`src/rtl/cam_pkg.sv`:
```
package cam_pkg;
  // Which kind of operation owns the array in a given cycle.
  typedef enum logic [1:0] {
    SLOT_IDLE   = 2'd0,
    SLOT_ACCESS = 2'd1,
    SLOT_SEARCH = 2'd2
  } cam_slot_e;
endpackage

```
`src/rtl/cam_arb.sv`:
```
module cam_arb
  import cam_pkg::*;
(
  input  logic wr_en,
  input  logic rd_en,
  input  logic find_valid,
  output logic find_ready,
  output logic search_go
);
  cam_slot_e slot;

  // Addressed accesses own the array; a search only gets a free cycle.
  always_comb begin
    if (wr_en || rd_en)   slot = SLOT_ACCESS;
    else if (find_valid)  slot = SLOT_SEARCH;
    else                  slot = SLOT_IDLE;
  end

  assign find_ready = (slot != SLOT_ACCESS);
  assign search_go  = (slot == SLOT_SEARCH);
endmodule

```
`src/rtl/cam_entry.sv`:
```
module cam_entry #(
  parameter int WIDTH = 8
) (
  input  logic             clk,
  input  logic             rst_n,
  input  logic             load,
  input  logic [WIDTH-1:0] load_data,
  input  logic [WIDTH-1:0] key,
  output logic [WIDTH-1:0] word,
  output logic             line_hit
);
  logic present;

  always_ff @(posedge clk or negedge rst_n) begin
    if (!rst_n) begin
      word    <= '0;
      present <= 1'b0;
    end else if (load) begin
      word    <= load_data;
      present <= 1'b1;
    end
  end

  // Line starts at "hit"; any differing bit, or an empty word, clears it.
  always_comb begin
    line_hit = 1'b1;
    if (!present) line_hit = 1'b0;
    for (int b = 0; b < WIDTH; b++) begin
      if (word[b] != key[b]) line_hit = 1'b0;
    end
  end
endmodule

```
`src/rtl/cam_result.sv`:
```
module cam_result #(
  parameter int WORDS = 16
) (
  input  logic             clk,
  input  logic             rst_n,
  input  logic             capture,
  input  logic [WORDS-1:0] lines,
  output logic             hit_valid,
  output logic [WORDS-1:0] hit_vec,
  output logic             none_hit
);
  always_ff @(posedge clk or negedge rst_n) begin
    if (!rst_n) begin
      hit_valid <= 1'b0;
      hit_vec   <= '0;
      none_hit  <= 1'b1;
    end else begin
      hit_valid <= capture;
      if (capture) begin
        hit_vec  <= lines;
        none_hit <= ~|lines;
      end
    end
  end
endmodule

```
`src/rtl/cam_store.sv`:
```
module cam_store #(
  parameter int WORDS = 16,
  parameter int WIDTH = 8,
  localparam int AW = (WORDS > 1) ? $clog2(WORDS) : 1
) (
  input  logic             clk,
  input  logic             rst_n,
  input  logic             wr_en,
  input  logic [AW-1:0]    wr_addr,
  input  logic [WIDTH-1:0] wr_data,
  input  logic             rd_en,
  input  logic [AW-1:0]    rd_addr,
  output logic [WIDTH-1:0] rd_data,
  input  logic             find_valid,
  output logic             find_ready,
  input  logic [WIDTH-1:0] find_key,
  output logic             hit_valid,
  output logic [WORDS-1:0] hit_vec,
  output logic             none_hit
);
  logic             search_go;
  logic [WORDS-1:0] lines;
  logic [WIDTH-1:0] words [WORDS];

  cam_arb u_arb (
    .wr_en      (wr_en),
    .rd_en      (rd_en),
    .find_valid (find_valid),
    .find_ready (find_ready),
    .search_go  (search_go)
  );

  for (genvar i = 0; i < WORDS; i++) begin : g_word
    cam_entry #(.WIDTH(WIDTH)) u_entry (
      .clk       (clk),
      .rst_n     (rst_n),
      .load      (wr_en && (wr_addr == AW'(i))),
      .load_data (wr_data),
      .key       (find_key),
      .word      (words[i]),
      .line_hit  (lines[i])
    );
  end

  // Registered read of the pre-write contents.
  always_ff @(posedge clk or negedge rst_n) begin
    if (!rst_n)     rd_data <= '0;
    else if (rd_en) rd_data <= words[rd_addr];
  end

  cam_result #(.WORDS(WORDS)) u_result (
    .clk       (clk),
    .rst_n     (rst_n),
    .capture   (search_go),
    .lines     (lines),
    .hit_valid (hit_valid),
    .hit_vec   (hit_vec),
    .none_hit  (none_hit)
  );
endmodule

```
`config.mk`:
```
export PLATFORM = sky130hd
export DESIGN_NAME = cam_store
export DESIGN_NICKNAME = d
export VERILOG_FILES = /design/src/rtl/cam_pkg.sv /design/src/rtl/cam_arb.sv /design/src/rtl/cam_entry.sv /design/src/rtl/cam_result.sv /design/src/rtl/cam_store.sv
export SDC_FILE = /design/constraint.sdc
export NUM_CORES = 1
export LEC_CHECK = 0
export BUFFER_PORTS_ARGS = -buffer_cell sky130_fd_sc_hd__buf_4
export CORE_UTILIZATION = 51
export CTS_CLUSTER_SIZE = 30
export DETAILED_ROUTE_END_ITERATION = 8
export GPL_ROUTABILITY_DRIVEN = 0
export MAX_ROUTING_LAYER = met4
export PLACE_DENSITY = 0.69
export SYNTH_ARGS = -nofsm -noshare
export SYNTH_HDL_FRONTEND = slang
export SYNTH_HIERARCHICAL = 1
export SYNTH_SLANG_ARGS = --single-unit
```
`constraint.sdc`:
```
create_clock -name clk -period 1.76 [get_ports clk]
set_clock_uncertainty 0.05 [all_clocks]
set_input_delay 0.352 -clock clk [delete_from_list [all_inputs] [get_ports clk]]
set_output_delay 0.352 -clock clk [all_outputs]
set_load 0.01 [all_outputs]
```
# Yosys cells after proc, flatten, opt, wreduce, memory -nomap -nowiden
# Cells that the tools add are included.
# Widths: inputs -> output; s select.
[word_totals]
regBits = 170
in_bits = 29
elab_cells = 352
[op_classes]
order_cmp = 1
eq_ne = 145
n_mux = 149
bitwise_logic = 1
reduce_logical = 20
[ops]
columns = ["operator", "count"]
rows = [
  ["$mux 1", 144],
  ["$ne 1x1->1", 128],
  ["$bmux 8 s4", 1],
  ["$eq 4x4->1 const B", 8],
  ["$eq 4x3->1 const B", 4],
  ["$logic_and 1x1->1", 16],
  ["$mux 8", 2],
  ["$reduce_or 16->1", 1],
  ["$eq 4x2->1 const B", 2],
  ["$ge 5x5->1 const B", 1],
  ["$not 4->5", 1],
  ["$eq 4x1->1 const B", 1],
  ["$logic_not 4->1", 1],
  ["$mux 2", 2],
  ["$eq 2x2->1 const B", 1],
  ["$ne 2x1->1 const B", 1],
  ["$logic_not 1->1", 1],
  ["$logic_or 1x1->1", 1],
]

# Depth between registers and ports, before layout
[logic_depth]
word_depth = 11
mapped_depth = 6
depth_no_buf = 6

# Modules after synthesis
# The synthesis kept the hierarchy.
[modules_own_cells]
columns = ["module", "n_inst", "cells_per_inst", "area_per_inst_um2"]
rows = [
  ["cam_entry", 16, 31, 457.9],
  ["cam_store", 1, 112, 1445.1],
  ["cam_result", 1, 44, 710.7],
  ["cam_arb", 1, 2, 16.3],
]

# Least setup slack after synthesis
# No wires, ideal clock.
[synth_timing]
path_kind = "input -> register"
start = "input port wr_addr[2]"
end = "register g_word[0].u_entry.word[0]"
arrival_time_ns = 1.498
required_ns = 1.585
slack_ns = 0.087
cell_stages = 4
cell_sequence = "or3b_2 nor3_1 buf_6 mux2_4"
[synth_between]
elab_chain_len = 2
[synth_rtl]
columns = ["item", "line_no", "rtl"]
rows = [
  ["from (decl)", "cam_store.sv:9", "input logic [AW-1:0] wr_addr,"],
  ["$logic_not 4->1", "cam_store.sv:37", ".load (wr_en && (wr_addr == AW'(i))),"],
  ["$logic_and 1x1->1", "cam_store.sv:37", ""],
  ["to (signal assigned)", "cam_entry.sv:19", "word <= load_data;"],
  ["to (decl)", "cam_entry.sv:9", "output logic [WIDTH-1:0] word,"],
]
# No other way between the ends.
# A chain may end at the register's enable or synchronous reset.

# Worst setup path in the final report
[layout_timing]
start = "register g_word[11].u_entry.word[3]"
end = "register u_result.none_hit"
[layout_between]
elab_chain_len = 8
[layout_rtl]
columns = ["item", "line_no", "rtl"]
rows = [
  ["from (decl)", "cam_entry.sv:9", ""],
  ["from (signal assigned)", "cam_entry.sv:19", ""],
  ["$ne 1x1->1", "cam_entry.sv:29", "if (word[b] != key[b]) line_hit = 1'b0;"],
  ["$mux 1 (5 in a row)", "cam_entry.sv:29", ""],
  ["net lines[11]", "cam_store.sv:22", "logic [WORDS-1:0] lines;"],
  ["$reduce_or 16->1", "cam_result.sv:21", "none_hit <= ~|lines;"],
  ["$logic_not 1->1", "cam_result.sv:21", ""],
  ["to (signal assigned)", "cam_result.sv:21", ""],
  ["to (decl)", "cam_result.sv:10", "output logic none_hit"],
]
# The timed path passes the listed nets, and every way through them passes these cells.

==> impl_metrics.toml <==
[worst_setup_path]
crit_slowest_cell = "dfrtp_1"
worstReg2RegEnd = "u_result/none_hit"
startpoint = "g_word[11].u_entry/word[3]"
cp.required_ps = 2070
crit_type = "register to register"
critPathCapture = "u_result/none_hit"
cp-start-kind = "register"
r2r_start = "g_word[11].u_entry/word[3]"
critPathArrivalTime_ps = 1960
cp_max_fo = 3
crit_path_cell_trace = "xnor2_1 > nand4_1 > nor3_2 > buf_4 > nor4_1 > buf_4 > nand4_1 > o22ai_2"
slowest_delay_ps = 420
crit_buf_inv = 2
path_depth = 8
path_delay_family = "simple AND/OR/NAND/NOR gates"
reg2reg_depth = 8
rrSetupSlack_ps = 120
critPathCaptureType = "register"

[layout]
drive_gt1_frac = 0.437
nFillCells = 1354
fin_area_mm2 = 0.0112
nets = 798
diodes = 0
register_area_mm2 = 0.00426
multi_input_area_mm2 = 0.00494
syn2layout_area_growth_pct = 17.9

[timing]
tightestPinTransition_ps = 413
finalSetupViolations = 0
fmax_ghz = 0.609
hold_viol = 0
finalWorstSetupSlack_ps = 117
relSlewSlack = 0.725
final.period_utilization = 0.934
min_period_ps = 1640
drv_slew = 0
grt_setup_unrepaired = "false"

[grt]
grt_overflow = 0
antenna_found_initial = 0
grt_pass1_wl_um = 39300
grt_pass1_vias = 6355
busiest_layer = "met2"
grt_use_met1 = 0.390
grt_start_max_net_pins = 56
met2_usage = 0.440
grt_use_total = 0.287
global_route.usage.met3 = 0.0547

[cts]
insertion_delay_ps = 430
clkSlewWorstSetupHoldPaths_ps = 70
cts_buffers = 17
ctsResizeCount = 0
htree_levels = 4
cts_hold_repair.buffers = 1
cts_sinks = 170
post_cts_buffers = 0
cts_tree = "built"
clockRootBuffer = "clkbuf_16"
max-clock-path-buffers = 2

[status]
violations = "DRC"
outcome = "finished, violations left"

[yosys]
synth-edff-count = 0
syn_area_per_cell_um2 = 14.5
yosysWarnings = 6
synth_top_cell_by_area = "dfrtp_1"
syn_inst = 654
yosysSeqAreaShare = 0.448
ys.flop_type = "dfrtp_1"
yosys-top-cells-area = "dfrtp_1 (45%), mux2_4 (20%), xnor2_1 (12%)"
ys_seq_elements = 170
yosysMostFrequentCell = "dfrtp_1"
synth_top_area_share = 0.445
synth_cell_types = 34
synthTopCellsByCount = "dfrtp_1 (169), mux2_4 (128), xnor2_1 (128)"
async_flop_share = 1.00
syn-num-nets = 683
syn_area_mm2 = 0.00950

[die]
core_area_mm2 = 0.0181
die_width_um = 138
die_h_um = 138
die_area_mm2 = 0.0192
io_pins = 56
initial_utilization = 0.525
rows = 49

[placed_design]
io_buffer_count = 55
hpwl_um = 17900
placed_cell_area_mm2 = 0.0106
preCtsSetupSlack_ps = -135

[drt]
drt_iter0_drc = 426
firstDrtPassIters = 7
via_per_inst = 5.95
num_vias = 6020
routed_wl_um = 25100
drc = 6
wire_per_inst_um = 24.8
antenna_left = 0

[pwr]
power_mw = 12.7
powerDensity_mw_per_mm2 = 1130
ir_drop_v = 0.000797
p_leak_nw = 4.79

[min_path]
hold_class = "input pin to register"

[flow_run]
cap_violations = 0
[cells in the final DEF, fill, tap and decap left out, drive strengths merged]
| cell | netlist | routed |
|---|---|---|
| dfrtp | 169 | 169 |
| mux2 | 144 | 144 |
| xnor2 | 128 | 128 |
| buf | 28 | 127 |
| mux4 | 32 | 32 |
| nor2 | 22 | 22 |
| nor3 | 20 | 20 |
| clkbuf | 4 | 20 |
| nand2 | 17 | 17 |
| nand3 | 17 | 17 |
| nand4 | 17 | 17 |
| or2 | 17 | 17 |
| o22ai | 9 | 9 |
| mux2i | 8 | 8 |
| a221oi | 8 | 8 |
| clkinvlp | 0 | 5 |
| inv | 1 | 4 |
| nand2b | 3 | 3 |
| nor4 | 3 | 3 |
| nand3b | 2 | 2 |
| bufinv | 0 | 2 |
| or3b | 2 | 2 |
| clkinv | 0 | 2 |
| and2 | 1 | 1 |
| dlygate4sd3 | 0 | 1 |
| nor3b | 1 | 1 |
| dfstp | 1 | 1 |
[metal layers]
layer / vias to the layer above / share of wire
met5: - / 0
li1: 2584 / -
met1: 3190 / 0.45
met2: 208 / 0.48
met4: 0 / 0.018
met3: 38 / 0.054
[worst reg2reg max path: cells and delay by family, from the launching register on]
kind	cells	cell delay, ps
compound gates	1	100
xor+xnor	1	140
buf+inv	2	330
flops	1	420
simple gates	4	540
[power by group]
group / switching, mW / internal (mW) / leakage [nW]
Combinational: 1.20 / 2.08 / 2.44
Sequential: 0.879 / 4.71 / 2.07
Clock: 1.62 / 2.18 / 0.277
[flip-flops by register name, indices dropped and copies added (netlist names)]
register                flops
u_result/hit_valid          1
g_word.u_entry/word       128
u_result/hit_vec           16
g_word.u_entry/present     16
rd_data                     8
u_result/none_hit           1
[worst min path at each step]
stage,startpoint,to,slack (ps),cells past startpoint
2_1_floorplan,rst_n,g_word[0].u_entry/present,6,0
3_3_place_gp,rst_n,g_word[15].u_entry/word[5],230,1
3_5_place_dp,rst_n,g_word[7].u_entry/word[5],240,1
4_1_cts,rd_en,u_result/none_hit,230,4
5_1_grt,rd_en,u_result/hit_valid,250,3
6_report,rd_en,u_result/none_hit,240,4
[through the flow]
step	setup TNS, ps	hold WS [ps]	std cells	util
after floorplan	0	6.41	654	-
after global placement	-3700	234	978	0.585
after detailed placement	-4520	242	978	0.585
after CTS	0	227	1011	0.619
after global routing	0	249	1011	0.619
final	0	238	1011	0.619
[final cells by class]
class / instances / share of cell area
inverter: 1 / 0.000335
clock buffer: 20 / 0.0408
tap: 229 / 0.0256
timing repair buffer: 128 / 0.0998
sequential: 170 / 0.380
clock inverter: 12 / 0.0125
multi-input combinational: 451 / 0.441
[cells by family (layout without fill, tap and decap cells)]
kind of cell,Yosys count,in the layout,synth area share
AOI/OAI and AO/OA,17,17,0.0140
xor gates and xnor gates,128,128,0.118
muxes,184,184,0.312
DFF,170,170,0.448
and+or+nand+nor,122,122,0.0751
buffers and inverters,33,161,0.0335
No activity file was read; power rests on OpenSTA's default activity.
